===== src/rtl/clk_lp_pkg.sv =====
package clk_lp_pkg;

  typedef enum logic [1:0] {
    SRC_XTAL2 = 2'd0,
    SRC_PLL   = 2'd1,
    SRC_SLOW  = 2'd2,
    SRC_AUX   = 2'd3
  } srcSel_t;

  // control word, bit 14 down to bit 0
  typedef struct packed {
    logic       irqEn;
    logic       waitAux;
    logic       lpWait;
    logic       xtalStop;
    logic       auxReq;
    logic       slowSel;
    logic       pllOn;
    logic [2:0] preField;
    logic [2:0] divField;
    logic [1:0] mulCode;
  } ctrlWord_t;

  // strobes from control to datapath
  typedef struct packed {
    srcSel_t    src;
    logic       pllRun;
    logic       xtalRun;
    logic       cpuHold;
    logic [3:0] mulVal;
    logic [3:0] divVal;
    logic [2:0] preN;
  } dpCtrl_t;

  function automatic logic [3:0] mulDecode(input logic [1:0] code);
    case (code)
      2'b00:   mulDecode = 4'd10;
      2'b01:   mulDecode = 4'd6;
      2'b10:   mulDecode = 4'd14;
      default: mulDecode = 4'd8;
    endcase
  endfunction

endpackage


===== src/rtl/clk_lp_datapath.sv =====
module clk_lp_datapath
  import clk_lp_pkg::*;
#(
  parameter int REF_RATIO   = 16,
  parameter int SLOW_DIV    = 16,
  parameter int PRES_WINDOW = 256,
  parameter int PRES_MIN    = 4
) (
  input  logic    clk,
  input  logic    rstN,
  input  dpCtrl_t dpCtrl,
  input  logic    auxClkIn,
  output logic    auxPresent,
  output logic    periClkEn,
  output logic    cpuClkEn
);

  localparam int XC_W  = (REF_RATIO > 1) ? $clog2(REF_RATIO) : 1;
  localparam int SD_W  = (SLOW_DIV > 1) ? $clog2(SLOW_DIV) : 1;
  localparam int PW_W  = $clog2(PRES_WINDOW);
  localparam int EC_W  = $clog2(PRES_MIN + 1);
  localparam int ACC_W = $clog2(REF_RATIO * 8 + 16) + 1;

  // half-rate crystal tick
  logic [XC_W-1:0] xtalCnt;
  logic            xtal2Tick;
  assign xtal2Tick = dpCtrl.xtalRun && (xtalCnt == XC_W'(REF_RATIO - 1));

  always_ff @(posedge clk) begin
    if (!rstN) xtalCnt <= '0;
    else if (dpCtrl.xtalRun)
      xtalCnt <= (xtalCnt == XC_W'(REF_RATIO - 1)) ? '0 : xtalCnt + 1'b1;
  end

  // slow clock: half-rate crystal divided by SLOW_DIV
  logic [SD_W-1:0] slowSub;
  logic            slowTick;
  assign slowTick = xtal2Tick && (slowSub == SD_W'(SLOW_DIV - 1));

  always_ff @(posedge clk) begin
    if (!rstN) slowSub <= '0;
    else if (xtal2Tick)
      slowSub <= (slowSub == SD_W'(SLOW_DIV - 1)) ? '0 : slowSub + 1'b1;
  end

  // PLL rate as fractional accumulator: M/(REF_RATIO*D) pulses per cycle
  logic [ACC_W-1:0] pllAcc, pllSum, pllThr;
  logic             pllTickQ;
  assign pllThr = ACC_W'(REF_RATIO) * ACC_W'(dpCtrl.divVal);
  assign pllSum = pllAcc + ACC_W'(dpCtrl.mulVal);

  always_ff @(posedge clk) begin
    if (!rstN || !dpCtrl.pllRun) begin
      pllAcc   <= '0;
      pllTickQ <= 1'b0;
    end else if (pllSum >= pllThr) begin
      pllAcc   <= pllSum - pllThr;
      pllTickQ <= 1'b1;
    end else begin
      pllAcc   <= pllSum;
      pllTickQ <= 1'b0;
    end
  end

  // auxiliary clock synchroniser and edge detector
  logic auxS1, auxS2, auxS3, auxTick;
  always_ff @(posedge clk) begin
    if (!rstN) begin
      auxS1 <= 1'b0;
      auxS2 <= 1'b0;
      auxS3 <= 1'b0;
    end else begin
      auxS1 <= auxClkIn;
      auxS2 <= auxS1;
      auxS3 <= auxS2;
    end
  end
  assign auxTick = auxS2 && !auxS3;

  // presence window
  logic [PW_W-1:0] winCnt;
  logic [EC_W-1:0] edgeCnt, edgeNext;
  logic            auxPresentQ;
  assign edgeNext = (edgeCnt == EC_W'(PRES_MIN)) ? edgeCnt : edgeCnt + EC_W'(auxTick);

  always_ff @(posedge clk) begin
    if (!rstN) begin
      winCnt      <= '0;
      edgeCnt     <= '0;
      auxPresentQ <= 1'b0;
    end else if (winCnt == PW_W'(PRES_WINDOW - 1)) begin
      winCnt      <= '0;
      edgeCnt     <= '0;
      auxPresentQ <= (edgeNext == EC_W'(PRES_MIN));
    end else begin
      winCnt  <= winCnt + 1'b1;
      edgeCnt <= edgeNext;
    end
  end
  assign auxPresent = auxPresentQ;

  // source multiplexer
  logic periTick;
  always_comb begin
    case (dpCtrl.src)
      SRC_PLL:  periTick = pllTickQ;
      SRC_SLOW: periTick = slowTick;
      SRC_AUX:  periTick = auxTick;
      default:  periTick = xtal2Tick;
    endcase
  end
  assign periClkEn = periTick;

  // CPU prescaler
  logic [2:0] preCnt;
  logic       cpuTick;
  assign cpuTick = periTick && (preCnt >= dpCtrl.preN);

  always_ff @(posedge clk) begin
    if (!rstN) preCnt <= '0;
    else if (periTick) preCnt <= cpuTick ? 3'd0 : preCnt + 3'd1;
  end
  assign cpuClkEn = cpuTick && !dpCtrl.cpuHold;


  pll_idle_chk: assert property (@(posedge clk) disable iff (!rstN)
    !dpCtrl.pllRun |=> !pllTickQ);

endmodule


===== src/rtl/clk_lp_control.sv =====
module clk_lp_control
  import clk_lp_pkg::*;
(
  input  logic        clk,
  input  logic        rstN,
  input  logic        regWrEn,
  input  logic [14:0] regWrData,
  input  logic        wfiReq,
  input  logic        wakeIrq,
  input  logic        hwStopRestart,
  input  logic        auxPresent,
  output dpCtrl_t     dpCtrl,
  output logic        pllEnable,
  output logic        xtalEnable,
  output logic        srcAux,
  output logic        srcSlow,
  output logic        inWait,
  output logic        clkIrqN
);

  ctrlWord_t ctrlQ, wrWord;
  logic      inWaitQ, fallbackQ, clkIrqNQ;
  srcSel_t   srcQ, srcNext;
  logic      irqEvt;

  assign wrWord = ctrlWord_t'(regWrData);

  // control word; auxiliary request only kept while the clock is present
  always_ff @(posedge clk) begin
    if (!rstN) ctrlQ <= '0;
    else if (regWrEn) begin
      ctrlQ        <= wrWord;
      ctrlQ.auxReq <= wrWord.auxReq && auxPresent;
    end else if (!auxPresent) ctrlQ.auxReq <= 1'b0;
  end

  // wait state and low-power fallback
  always_ff @(posedge clk) begin
    if (!rstN) begin
      inWaitQ   <= 1'b0;
      fallbackQ <= 1'b0;
    end else begin
      if (wakeIrq)     inWaitQ <= 1'b0;
      else if (wfiReq) inWaitQ <= 1'b1;
      if (wfiReq && ctrlQ.lpWait) fallbackQ <= 1'b1;
      else if (regWrEn)           fallbackQ <= 1'b0;
    end
  end

  always_comb begin
    if (fallbackQ)                        srcNext = (ctrlQ.waitAux && auxPresent) ? SRC_AUX : SRC_SLOW;
    else if (ctrlQ.auxReq && auxPresent)  srcNext = SRC_AUX;
    else if (ctrlQ.slowSel)               srcNext = SRC_SLOW;
    else if (ctrlQ.pllOn)                 srcNext = SRC_PLL;
    else                                  srcNext = SRC_XTAL2;
  end

  assign irqEvt = hwStopRestart
               || ((srcNext == SRC_AUX)  != (srcQ == SRC_AUX))
               || ((srcNext == SRC_SLOW) != (srcQ == SRC_SLOW));

  always_ff @(posedge clk) begin
    if (!rstN) begin
      srcQ     <= SRC_XTAL2;
      clkIrqNQ <= 1'b1;
    end else begin
      srcQ     <= srcNext;
      clkIrqNQ <= !(irqEvt && ctrlQ.irqEn);
    end
  end

  assign pllEnable  = ctrlQ.pllOn && !fallbackQ;
  assign xtalEnable = !((srcQ == SRC_AUX) && (ctrlQ.xtalStop || fallbackQ));
  assign srcAux     = (srcQ == SRC_AUX);
  assign srcSlow    = (srcQ == SRC_SLOW);
  assign inWait     = inWaitQ;
  assign clkIrqN    = clkIrqNQ;

  always_comb begin
    dpCtrl.src     = srcQ;
    dpCtrl.pllRun  = pllEnable;
    dpCtrl.xtalRun = xtalEnable;
    dpCtrl.cpuHold = inWaitQ;
    dpCtrl.mulVal  = mulDecode(ctrlQ.mulCode);
    dpCtrl.divVal  = {1'b0, ctrlQ.divField} + 4'd1;
    dpCtrl.preN    = ctrlQ.preField;
  end


  aux_present_chk: assert property (@(posedge clk) disable iff (!rstN)
    (srcQ == SRC_AUX) |-> $past(auxPresent));


  lp_pll_off_chk: assert property (@(posedge clk) disable iff (!rstN)
    (wfiReq && ctrlQ.lpWait) |=> !pllEnable);


  restart_irq_chk: assert property (@(posedge clk) disable iff (!rstN)
    (hwStopRestart && ctrlQ.irqEn) |=> !clkIrqN);


  irq_mask_chk: assert property (@(posedge clk) disable iff (!rstN)
    !ctrlQ.irqEn |=> clkIrqN);

endmodule


===== src/rtl/clk_lp_ctrl.sv =====
module clk_lp_ctrl
  import clk_lp_pkg::*;
#(
  parameter int REF_RATIO   = 16,
  parameter int SLOW_DIV    = 16,
  parameter int PRES_WINDOW = 256,
  parameter int PRES_MIN    = 4
) (
  input  logic        clk,
  input  logic        rstN,
  input  logic        regWrEn,
  input  logic [14:0] regWrData,
  input  logic        wfiReq,
  input  logic        wakeIrq,
  input  logic        auxClkIn,
  input  logic        hwStopRestart,
  output logic        cpuClkEn,
  output logic        periClkEn,
  output logic        pllEnable,
  output logic        xtalEnable,
  output logic        auxPresent,
  output logic        srcAux,
  output logic        srcSlow,
  output logic        inWait,
  output logic        clkIrqN
);

  dpCtrl_t dpCtrl;

  clk_lp_control u_control (
    .clk          (clk),
    .rstN         (rstN),
    .regWrEn      (regWrEn),
    .regWrData    (regWrData),
    .wfiReq       (wfiReq),
    .wakeIrq      (wakeIrq),
    .hwStopRestart(hwStopRestart),
    .auxPresent   (auxPresent),
    .dpCtrl       (dpCtrl),
    .pllEnable    (pllEnable),
    .xtalEnable   (xtalEnable),
    .srcAux       (srcAux),
    .srcSlow      (srcSlow),
    .inWait       (inWait),
    .clkIrqN      (clkIrqN)
  );

  clk_lp_datapath #(
    .REF_RATIO  (REF_RATIO),
    .SLOW_DIV   (SLOW_DIV),
    .PRES_WINDOW(PRES_WINDOW),
    .PRES_MIN   (PRES_MIN)
  ) u_datapath (
    .clk       (clk),
    .rstN      (rstN),
    .dpCtrl    (dpCtrl),
    .auxClkIn  (auxClkIn),
    .auxPresent(auxPresent),
    .periClkEn (periClkEn),
    .cpuClkEn  (cpuClkEn)
  );


  wait_gates_cpu_chk: assert property (@(posedge clk) disable iff (!rstN)
    (wfiReq && !wakeIrq) |=> !cpuClkEn);


  xtal_stop_chk: assert property (@(posedge clk) disable iff (!rstN)
    !xtalEnable |-> srcAux);

endmodule


===== config.mk =====
export PLATFORM = sky130hd
export DESIGN_NAME = clk_lp_ctrl
export DESIGN_NICKNAME = d
export VERILOG_FILES = /design/src/rtl/clk_lp_pkg.sv /design/src/rtl/clk_lp_datapath.sv /design/src/rtl/clk_lp_control.sv /design/src/rtl/clk_lp_ctrl.sv
export SDC_FILE = /design/constraint.sdc
export NUM_CORES = 1
export LEC_CHECK = 0
export BUFFER_PORTS_ARGS = -buffer_cell sky130_fd_sc_hd__buf_2
export CAP_MARGIN = 5
export CORE_ASPECT_RATIO = 1.25
export CORE_MARGIN = 3
export CORE_UTILIZATION = 60
export DETAILED_ROUTE_END_ITERATION = 10
export PLACE_DENSITY = 0.88
export SLEW_MARGIN = 15
export SYNTH_ARGS = -nofsm -noshare
export SYNTH_HDL_FRONTEND = slang
export SYNTH_HIERARCHICAL = 1
export SYNTH_SLANG_ARGS = --single-unit
export TNS_END_PERCENT = 30

===== constraint.sdc =====
create_clock -name clk -period 4.79 [get_ports clk]
set_input_delay 0.958 -clock clk [delete_from_list [all_inputs] [get_ports clk]]
set_output_delay 0.958 -clock clk [all_outputs]
set_load 0.05 [all_outputs]

Yosys cells after proc, flatten, opt, wreduce, memory -nomap -nowiden
Index checks and enable logic that the tools add are counted.
{"block": "word_totals", "register_bits": 56, "latch_bits": 0, "mem_bits_rw": 0, "romBits": 0, "output_inout_bits": 9, "n_memories": 0}
{"block": "op_classes", "addsub": 8, "n_mul": 0, "n_div": 0, "n_lt_le_gt_ge": 2, "eq_ne": 15, "shifts": 0, "n_mux": 17, "bitwise": 1, "reduce_logical": 27}
{"operator": "$logic_and A1 B1 Y1", "count": 12}
{"operator": "$pmux W4 S3", "count": 1}
{"operator": "$eq A2 B2 Y1 const B", "count": 5}
{"operator": "$add A9 B4 Y9", "count": 1}
{"operator": "$ge A9 B8 Y1", "count": 1}
{"operator": "$mux W9", "count": 1}
{"operator": "$sub A9 B8 Y9", "count": 1}
{"operator": "$add A4 B1 Y4 const B", "count": 2}
{"operator": "$add A8 B1 Y8 const B", "count": 1}
{"operator": "$eq A4 B4 Y1 const B", "count": 2}
{"operator": "$eq A8 B8 Y1 const B", "count": 1}
{"operator": "$mux W4", "count": 2}
{"operator": "$logic_not A1 Y1", "count": 7}
{"operator": "$mux W1", "count": 7}
{"operator": "$eq A3 B3 Y1 const B", "count": 2}
{"operator": "$mux W2", "count": 3}
{"operator": "$mux W3", "count": 2}
{"operator": "$add A3 B1 Y4 const B", "count": 1}
{"operator": "$eq A2 B1 Y1 const B", "count": 2}
{"operator": "$logic_or A1 B1 Y1", "count": 4}
{"operator": "$reduce_or A2 Y1", "count": 2}
{"operator": "$add A3 B1 Y3", "count": 1}
{"operator": "$add A3 B1 Y3 const B", "count": 1}
{"operator": "$ge A3 B3 Y1", "count": 1}
{"operator": "6 further kinds", "count": 7}

Depth between registers and ports, before layout
Gate-level depths: netlist of the first run.
{"block": "logic_depth", "word_depth": 10, "ltp_mapped": 14, "depth_no_buf": 14}

Modules after synthesis
Netlist of the first run, hierarchy kept.
{"module": "clk_lp_datapath", "n_inst": 1, "cells_each": 218, "area_each_um2": 1963.1}
{"module": "clk_lp_control", "n_inst": 1, "cells_each": 94, "area_each_um2": 949.7}

Worst setup path after synthesis of the first run
Ideal clock, no wire load.
{"block": "synth_path", "path_kind": "reg2out", "from": "register u_control.fallbackQ", "to": "output port cpuClkEn", "t_arrival_ps": 3416, "t_required_ps": 3832, "setup_slack_ps": 416, "stages_incl_launch_ff": 7, "cell_sequence": "dfxtp_1 -> o21ai_0 -> buf_4 -> nand4_2 -> a211oi_2 -> a21oi_2 -> nor3b_1"}
{"block": "synth_between", "elab_chain_cells": 8}
{"element": "start, declared", "line_no": "clk_lp_control.sv:22", "rtl": "logic inWaitQ, fallbackQ, clkIrqNQ;"}
{"element": "start signal, assigned", "line_no": "clk_lp_control.sv:41", "rtl": "fallbackQ <= 1'b0;"}
{"element": "start signal, assigned", "line_no": "clk_lp_control.sv:45", "rtl": "if (wfiReq && ctrlQ.lpWait) fallbackQ <= 1'b1;"}
{"element": "start signal, assigned", "line_no": "clk_lp_control.sv:46", "rtl": "else if (regWrEn) fallbackQ <= 1'b0;"}
{"element": "$logic_or A1 B1 Y1 *", "line_no": "clk_lp_control.sv:73", "rtl": "assign xtalEnable = !((srcQ == SRC_AUX) && (ctrlQ.xtalStop || fallbackQ));"}
{"element": "$logic_and A1 B1 Y1 *", "line_no": "clk_lp_control.sv:73"}
{"element": "$logic_not A1 Y1 *", "line_no": "clk_lp_control.sv:73"}
{"element": "named net xtalEnable", "line_no": "clk_lp_ctrl.sv:20", "rtl": "output logic xtalEnable,"}
{"element": "$logic_and A1 B1 Y1 *", "line_no": "clk_lp_datapath.sv:27", "rtl": "assign xtal2Tick = dpCtrl.xtalRun && (xtalCnt == XC_W'(REF_RATIO - 1));"}
{"element": "$logic_and A1 B1 Y1", "line_no": "clk_lp_datapath.sv:38", "rtl": "assign slowTick = xtal2Tick && (slowSub == SD_W'(SLOW_DIV - 1));"}
{"element": "$pmux W1 S3 *", "line_no": "clk_lp_datapath.sv:105", "rtl": "case (dpCtrl.src)"}
{"element": "$logic_and A1 B1 Y1 *", "line_no": "clk_lp_datapath.sv:117", "rtl": "assign cpuTick = periTick && (preCnt >= dpCtrl.preN);"}
{"element": "$logic_and A1 B1 Y1 *", "line_no": "clk_lp_datapath.sv:123", "rtl": "assign cpuClkEn = cpuTick && !dpCtrl.cpuHold;"}
{"element": "end, declared", "line_no": "clk_lp_ctrl.sv:17", "rtl": "output logic cpuClkEn,"}
Mark *: on every way through the listed nets, which the timed path passes. The rest lies on a longest branch.

Final worst setup path of the first run
{"block": "layout_path", "from": "register u_control.fallbackQ", "to": "output port cpuClkEn"}
{"block": "layout_between", "elab_chain_cells": 8}
{"element": "$logic_or A1 B1 Y1 *", "line_no": "clk_lp_control.sv:73"}
{"element": "$logic_and A1 B1 Y1 *", "line_no": "clk_lp_control.sv:73"}
{"element": "$logic_not A1 Y1 *", "line_no": "clk_lp_control.sv:73"}
{"element": "$logic_and A1 B1 Y1 *", "line_no": "clk_lp_datapath.sv:27"}
{"element": "$logic_and A1 B1 Y1", "line_no": "clk_lp_datapath.sv:38"}
{"element": "$pmux W1 S3 *", "line_no": "clk_lp_datapath.sv:105"}
{"element": "$logic_and A1 B1 Y1 *", "line_no": "clk_lp_datapath.sv:117"}
{"element": "$logic_and A1 B1 Y1 *", "line_no": "clk_lp_datapath.sv:123"}
Mark *: on every way between the ends. The rest lies on a longest branch, timed or not.

==> out/metrics.cfg, run 1 <==
[outcome]
status = completed

[timing]
rsz0062_at_grt = false
finalWorstSetupSlack_ns = 1.333
worst_pin_slew_ns = 0.7732
hold_viol = 0
max_slew_margin_pct = 47.91
fin_tns_setup_ns = 0
period_share_pct = 72.17
setup_violations = 0
skew_ns = 0.01070
slew_violations = 0
fin_crit_ns = 3.457
max_freq_mhz = 289.3

[logic_synthesis]
syn_area_per_cell_um2 = 9.336
syn_area_mm2 = 0.002913
yosysWarnings = 6
synth_cell_types = 61
seq_area_frac_synth_pct = 38.49
synth_seq_cells = 56
synth-main-ff-cell = dfxtp_1
synth_edf_count = 0
syn-instance-count = 312
synthArstFlopShare_pct = 0
synth_nets = 356

[detailed_routing]
drtAntennaViolNets = 0
drt_first_pass_iters = 4
drt-initial-drc-count = 97
drc = 0
routed_wl_um = 5601
vias_per_cell = 5.747
via_count = 2270
wire_per_inst_um = 14.18

[floorplanning]
core_mm2 = 0.004561
dieHeight_um = 83.90
die_w_um = 68.32
initial_utilization_pct = 63.87
rows = 27
dieArea_mm2 = 0.005732
io_pins = 31

[global_routing]
grt_first_pass_wirelength_um = 9273
antenna_found_initial = 0
grt_max_degree = 37
first_global_vias = 2198
gr-total-overflow = 0
track_usage_pct = 20.66

[min_path]
hold_class = register to register
min-delay-start = u_datapath/auxS1$_SDFF_PN0_

[clocking]
clk_pin_slew_worst_paths_ns = 0.11
ctsHtreeMaxLevel = 2
root_buffer = clkbuf_8
cts_tree = done
numCtsBuffers = 5
clk_latency_ns = 0.31
clock_path_buffers = 2
cts.sinks = 56
cts.repair.resized = 0
post_cts_buffers = 0
hold_buffers = 0

[placement]
placed_cells = 387
numPortBuffers = 30
globalplace.congestion = 0.9036
dp_hpwl_um = 4077
pre_cts_ws_ns = 1.581

[power]
powerDensity_mw_per_mm2 = 295.5
vdd_drop_max_v = 0.0001335
leakagePower_nw = 1.374
power_w = 0.0009377

[worst_setup_path]
crit_start = u_control/fallbackQ$_SDFFE_PN0P_
cp.required_ns = 3.83
arrival_ns = 2.50
crit_path_max_fanout = 8
criticalPathCategory = register to primary output
start_kind = register
worstSetupEndpointType = primary output
timing.rr.start = u_control/ctrlQ[1]$_SDFFE_PN0P_

[final_layout]
num-fill-cells = 365
synthToLayoutAreaGrowth_pct = 8.935
final_cells = 395
diodes = 0
layout-drive-gt1-share_pct = 16.02
multi_input_area_mm2 = 0.001653
regArea_mm2 = 0.001121
finalNetCount = 380

[flow_run]
drv_cap = 0

cell families (layout without fill, tap and decap cells):
logic type / count (synthesis) / after routing / share of synthesized area (%)
compound gates: 53 / 53 / 13.02
buf+inv: 29 / 54 / 4.768
fa+ha+maj: 22 / 22 / 9.966
other cells: 1 / 1 / 0.1287
simple gates: 116 / 116 / 22.12
flops: 56 / 56 / 38.49
mux: 18 / 18 / 6.400
xor+xnor: 17 / 17 / 5.112
area by class of cell:
cell class	count	share of cell area (%)
clock buffers	5	2.169
repair buffers	30	4.732
flip-flops and latches	56	35.33
clock inverters	3	1.498
inverters	16	1.893
multi-input cells	227	52.09
well taps	58	2.287
synth_stat cells (all sizes together) (4+ instances only):
cell type  instances  share of area, %
nand4              6               1.5
inv               16               2.1
mux2i             16               5.5
buf               10               2.3
and2               9               1.9
ha                20               8.6
xor2               9               2.7
nor2              19               2.4
nand3              9               1.7
o21ai              6               1.2
nor3               5              0.86
and3               4               1.0
nor2b             20               4.3
a21oi             18               3.7
dfxtp             56                38
xnor2              8               2.4
nand2             21               2.7
or2                4              0.86
critical path: stages (launching register included):
cell,delay (ns)
dfxtp_1,0.40
o21ai_0,0.64
nand4_2,0.28
a211oi_2,0.28
a21oi_2,0.11
nor3b_1,0.19
buf_2,0.29
final timing paths:
kind,end,slack [ns],cells past startpoint
min reg2reg,u_datapath/auxS2$_SDFF_PN0_,0.47,1
max,cpuClkEn,1.33,6
min,u_datapath/auxS2$_SDFF_PN0_,0.47,1
max reg2reg,u_datapath/pllAcc[4]$_SDFF_PP0_,1.43,13
flip-flops by register name, summed over array words and instances, names as in the netlist, 2 cells and up:
name,cells
u_datapath/preCnt,3
u_datapath/slowSub,4
u_control/ctrlQ,12
u_control/srcQ,2
u_datapath/winCnt,8
u_datapath/xtalCnt,4
u_datapath/pllAcc,9
u_datapath/edgeCnt,3
u_control/dpCtrl,3
per-layer routing:
metal / GRT usage, % / vias to the layer above / part of all wire (%)
met3: 4.852 / 13 / 3.7
met5: 0 / - / 0
li1: - / 1131 / -
met2: 37.37 / 54 / 52
met1: 22.33 / 1072 / 43
met4: 7.414 / 0 / 2.0
where the power goes:
| group | switching [W] | total, W | internal (W) |
|---|---|---|---|
| registers | 0.0000137 | 0.000496 | 0.000483 |
| clock network | 0.000157 | 0.000315 | 0.000158 |
| logic | 0.0000711 | 0.000127 | 0.0000555 |
| total | 0.000242 | 0.000938 | 0.000696 |
layout by cell type, fill, tap and decap left out, types with 8 or more instances in the layout:
cell type / count
inv_1: 16
nand3_1: 8
a21oi_1: 15
dfxtp_1: 56
xnor2_1: 8
ha_1: 20
nor2_1: 19
nand2_1: 21
mux2i_1: 16
buf_2: 30
xor2_1: 9
and2_1: 9
nor2b_1: 20
stage by stage:
step | hold WS [ns] | util [%] | instance area (um2)
3_3_place_gp | 0.4327 | 67.02 | 3057
6_report | 0.4686 | 69.57 | 3173
3_5_place_dp | 0.4430 | 67.02 | 3057
2_1_floorplan | 0.4119 | - | 2913
4_1_cts | 0.4705 | 69.57 | 3173
5_1_grt | 0.5070 | 69.57 | 3173
No activity file was read; power rests on OpenSTA's default activity.
==> run 2: changes to the inputs <==
Settings changed: CORE_UTILIZATION 60 to 58, PLACE_DENSITY 0.88 to 0.86.
Clock period 4.79 ns to 3.4 ns, I/O delays scaled along.
==> run 2 against run 1 <==
Via count shrank 1.4%; combinational power grew 38%; hold slack lost 0.025 ns; sequential power grew 41%; power grew 34%; worst setup slack lost 1.1 ns; critical path type is now register to register.
==> out/metrics.cfg, run 2 (synthesis results as in run 1) <==
[global_routing]
gr-total-overflow = 0
antenna_found_initial = 0
grt_first_pass_wirelength_um = 9101
track_usage_pct = 18.91
grt_max_degree = 27
first_global_vias = 2117

[timing]
finalWorstSetupSlack_ns = 0.2507
worst_pin_slew_ns = 0.5467
setup_violations = 0
max_slew_margin_pct = 63.29
max_freq_mhz = 317.5
fin_tns_setup_ns = 0
hold_viol = 0
rsz0062_at_grt = false
slew_violations = 0
fin_crit_ns = 3.149
skew_ns = 0.01088
period_share_pct = 92.63

[final_layout]
final_common_cell = dfxtp_1
regMostFlops = u_control/ctrlQ
largest_reg_flops = 12
layout-drive-gt1-share_pct = 16.57
postLayoutCoreUtil_pct = 66.03
num-fill-cells = 385
top_regs = u_control/ctrlQ (12), u_datapath/pllAcc (9), u_datapath/winCnt (8)
finalNetCount = 381
synthToLayoutAreaGrowth_pct = 8.806
most-common-layout-cells = dfxtp_1 (56), buf_2 (30), nand2_1 (21)
diodes = 0

[power]
power_frac_seq_pct = 55.7
leakagePower_nw = 1.366
power_frac_comb_pct = 14.0
switchingPower_w = 0.0003293
switching_share_pct = 26.27
powerDensity_mw_per_mm2 = 395.5
vdd_drop_max_v = 0.0003426
intPower_w = 0.0009241
clkPwrFrac_pct = 30.3

[placement]
pre_cts_ws_ns = 0.2999
dp_hpwl_um = 3982
numPortBuffers = 30
globalplace.congestion = 0.9014

[worst_setup_path]
arrival_ns = 3.37
crit_end = u_datapath/pllAcc[6]$_SDFF_PP0_
crit_path_max_fanout = 5
worstSetupEndpointType = register
worst_r2r_path_depth = 13
r2r_end = u_datapath/pllAcc[6]$_SDFF_PP0_
cp.required_ns = 3.62
start_kind = register
criticalPathCategory = register to register
timing.rr.start = u_control/ctrlQ[1]$_SDFFE_PN0P_
crit_start = u_control/ctrlQ[1]$_SDFFE_PN0P_
r2r_slack_ns = 0.25

[clocking]
clk_latency_ns = 0.31
post_cts_buffers = 0
numCtsBuffers = 5
cts.repair.resized = 0
ctsHtreeMaxLevel = 2
root_buffer = clkbuf_8
cts.sinks = 56
cts_tree = done
clock_path_buffers = 2
clk_pin_slew_worst_paths_ns = 0.10
hold_buffers = 0

[floorplanning]
dieArea_mm2 = 0.005914
die_w_um = 69.39
dieHeight_um = 85.23
rows = 28
initial_utilization_pct = 60.69
core_mm2 = 0.004800
io_pins = 31

[detailed_routing]
drt_first_pass_iters = 4
wire_per_inst_um = 13.23
drt-initial-drc-count = 97
routed_wl_um = 5265
via_count = 2239
drtAntennaViolNets = 0
drc = 0
vias_per_cell = 5.626

[outcome]
status = completed

[flow_run]
drv_cap = 0

[min_path]
hold_class = register to register

[run 2: layout make-up]
type / instances / area, um2 / area share (%)
inverters: 16 / 60.06 / 1.895
repair buffers: 31 / 157.7 / 4.974
flip-flops and latches: 56 / 1121 / 35.37
clock buffers: 6 / 82.58 / 2.606
clock inverters: 2 / 15.01 / 0.4737
multi-input cells: 227 / 1658 / 52.31
well taps: 60 / 75.07 / 2.369
[run 2: layer usage]
metal / GRT usage (%) / routed length [um] / vias to the layer above
met5: 0 / 0 / -
met4: 9.059 / 87 / 0
met2: 33.25 / 2647 / 69
met3: 4.265 / 326 / 9
li1: - / - / 1128
met1: 21.57 / 2204 / 1033
[run 2: metrics by stage]
step / cells / power [W] / hold WS (ns) / instance area [um2]
6_report: 398 / 0.001253 / 0.4433 / 3169
2_1_floorplan: 312 / 0.0008475 / 0.4119 / 2918
3_3_place_gp: 390 / 0.0008821 / 0.4192 / 3072
5_1_grt: 398 / 0.001313 / 0.4674 / 3169
3_5_place_dp: 390 / 0.0008878 / 0.4248 / 3072
4_1_cts: 398 / 0.001264 / 0.4491 / 3169
[run 2: worst min path at each step]
stage                                 from                     endpoint  slack [ns]  cells past startpoint
3_3_place_gp   u_datapath/auxS1$_SDFF_PN0_  u_datapath/auxS2$_SDFF_PN0_        0.42                      1
5_1_grt        u_datapath/auxS1$_SDFF_PN0_  u_datapath/auxS2$_SDFF_PN0_        0.47                      1
3_5_place_dp   u_datapath/auxS1$_SDFF_PN0_  u_datapath/auxS2$_SDFF_PN0_        0.42                      1
6_report       u_datapath/auxS1$_SDFF_PN0_  u_datapath/auxS2$_SDFF_PN0_        0.44                      1
4_1_cts        u_datapath/auxS1$_SDFF_PN0_  u_datapath/auxS2$_SDFF_PN0_        0.45                      1
2_1_floorplan  u_datapath/auxS1$_SDFF_PN0_  u_datapath/auxS2$_SDFF_PN0_        0.41                      1
[run 2: worst max-delay path: stages, from the launching register on]
cell      delay, ns
dfxtp_1        0.36
inv_1          0.05
ha_1           0.26
inv_1          0.04
ha_1           0.34
nand3_1        0.09
o22ai_1        0.19
xor2_1         0.32
ha_1           0.31
nor2b_1        0.16
o31a_1         0.27
nor2_1         0.28
nand3_1        0.15
a211oi_1       0.24
[run 2: power groups by stage]
stage | sequential [W] | clock, W | combinational (W)
2_1_floorplan | 0.000712 | 0 | 0.000135
3_3_place_gp | 0.000713 | 0 | 0.000169
4_1_cts | 0.000699 | 0.000390 | 0.000175
5_1_grt | 0.000703 | 0.000416 | 0.000194
6_report | 0.000699 | 0.000379 | 0.000175
3_5_place_dp | 0.000714 | 0 | 0.000174
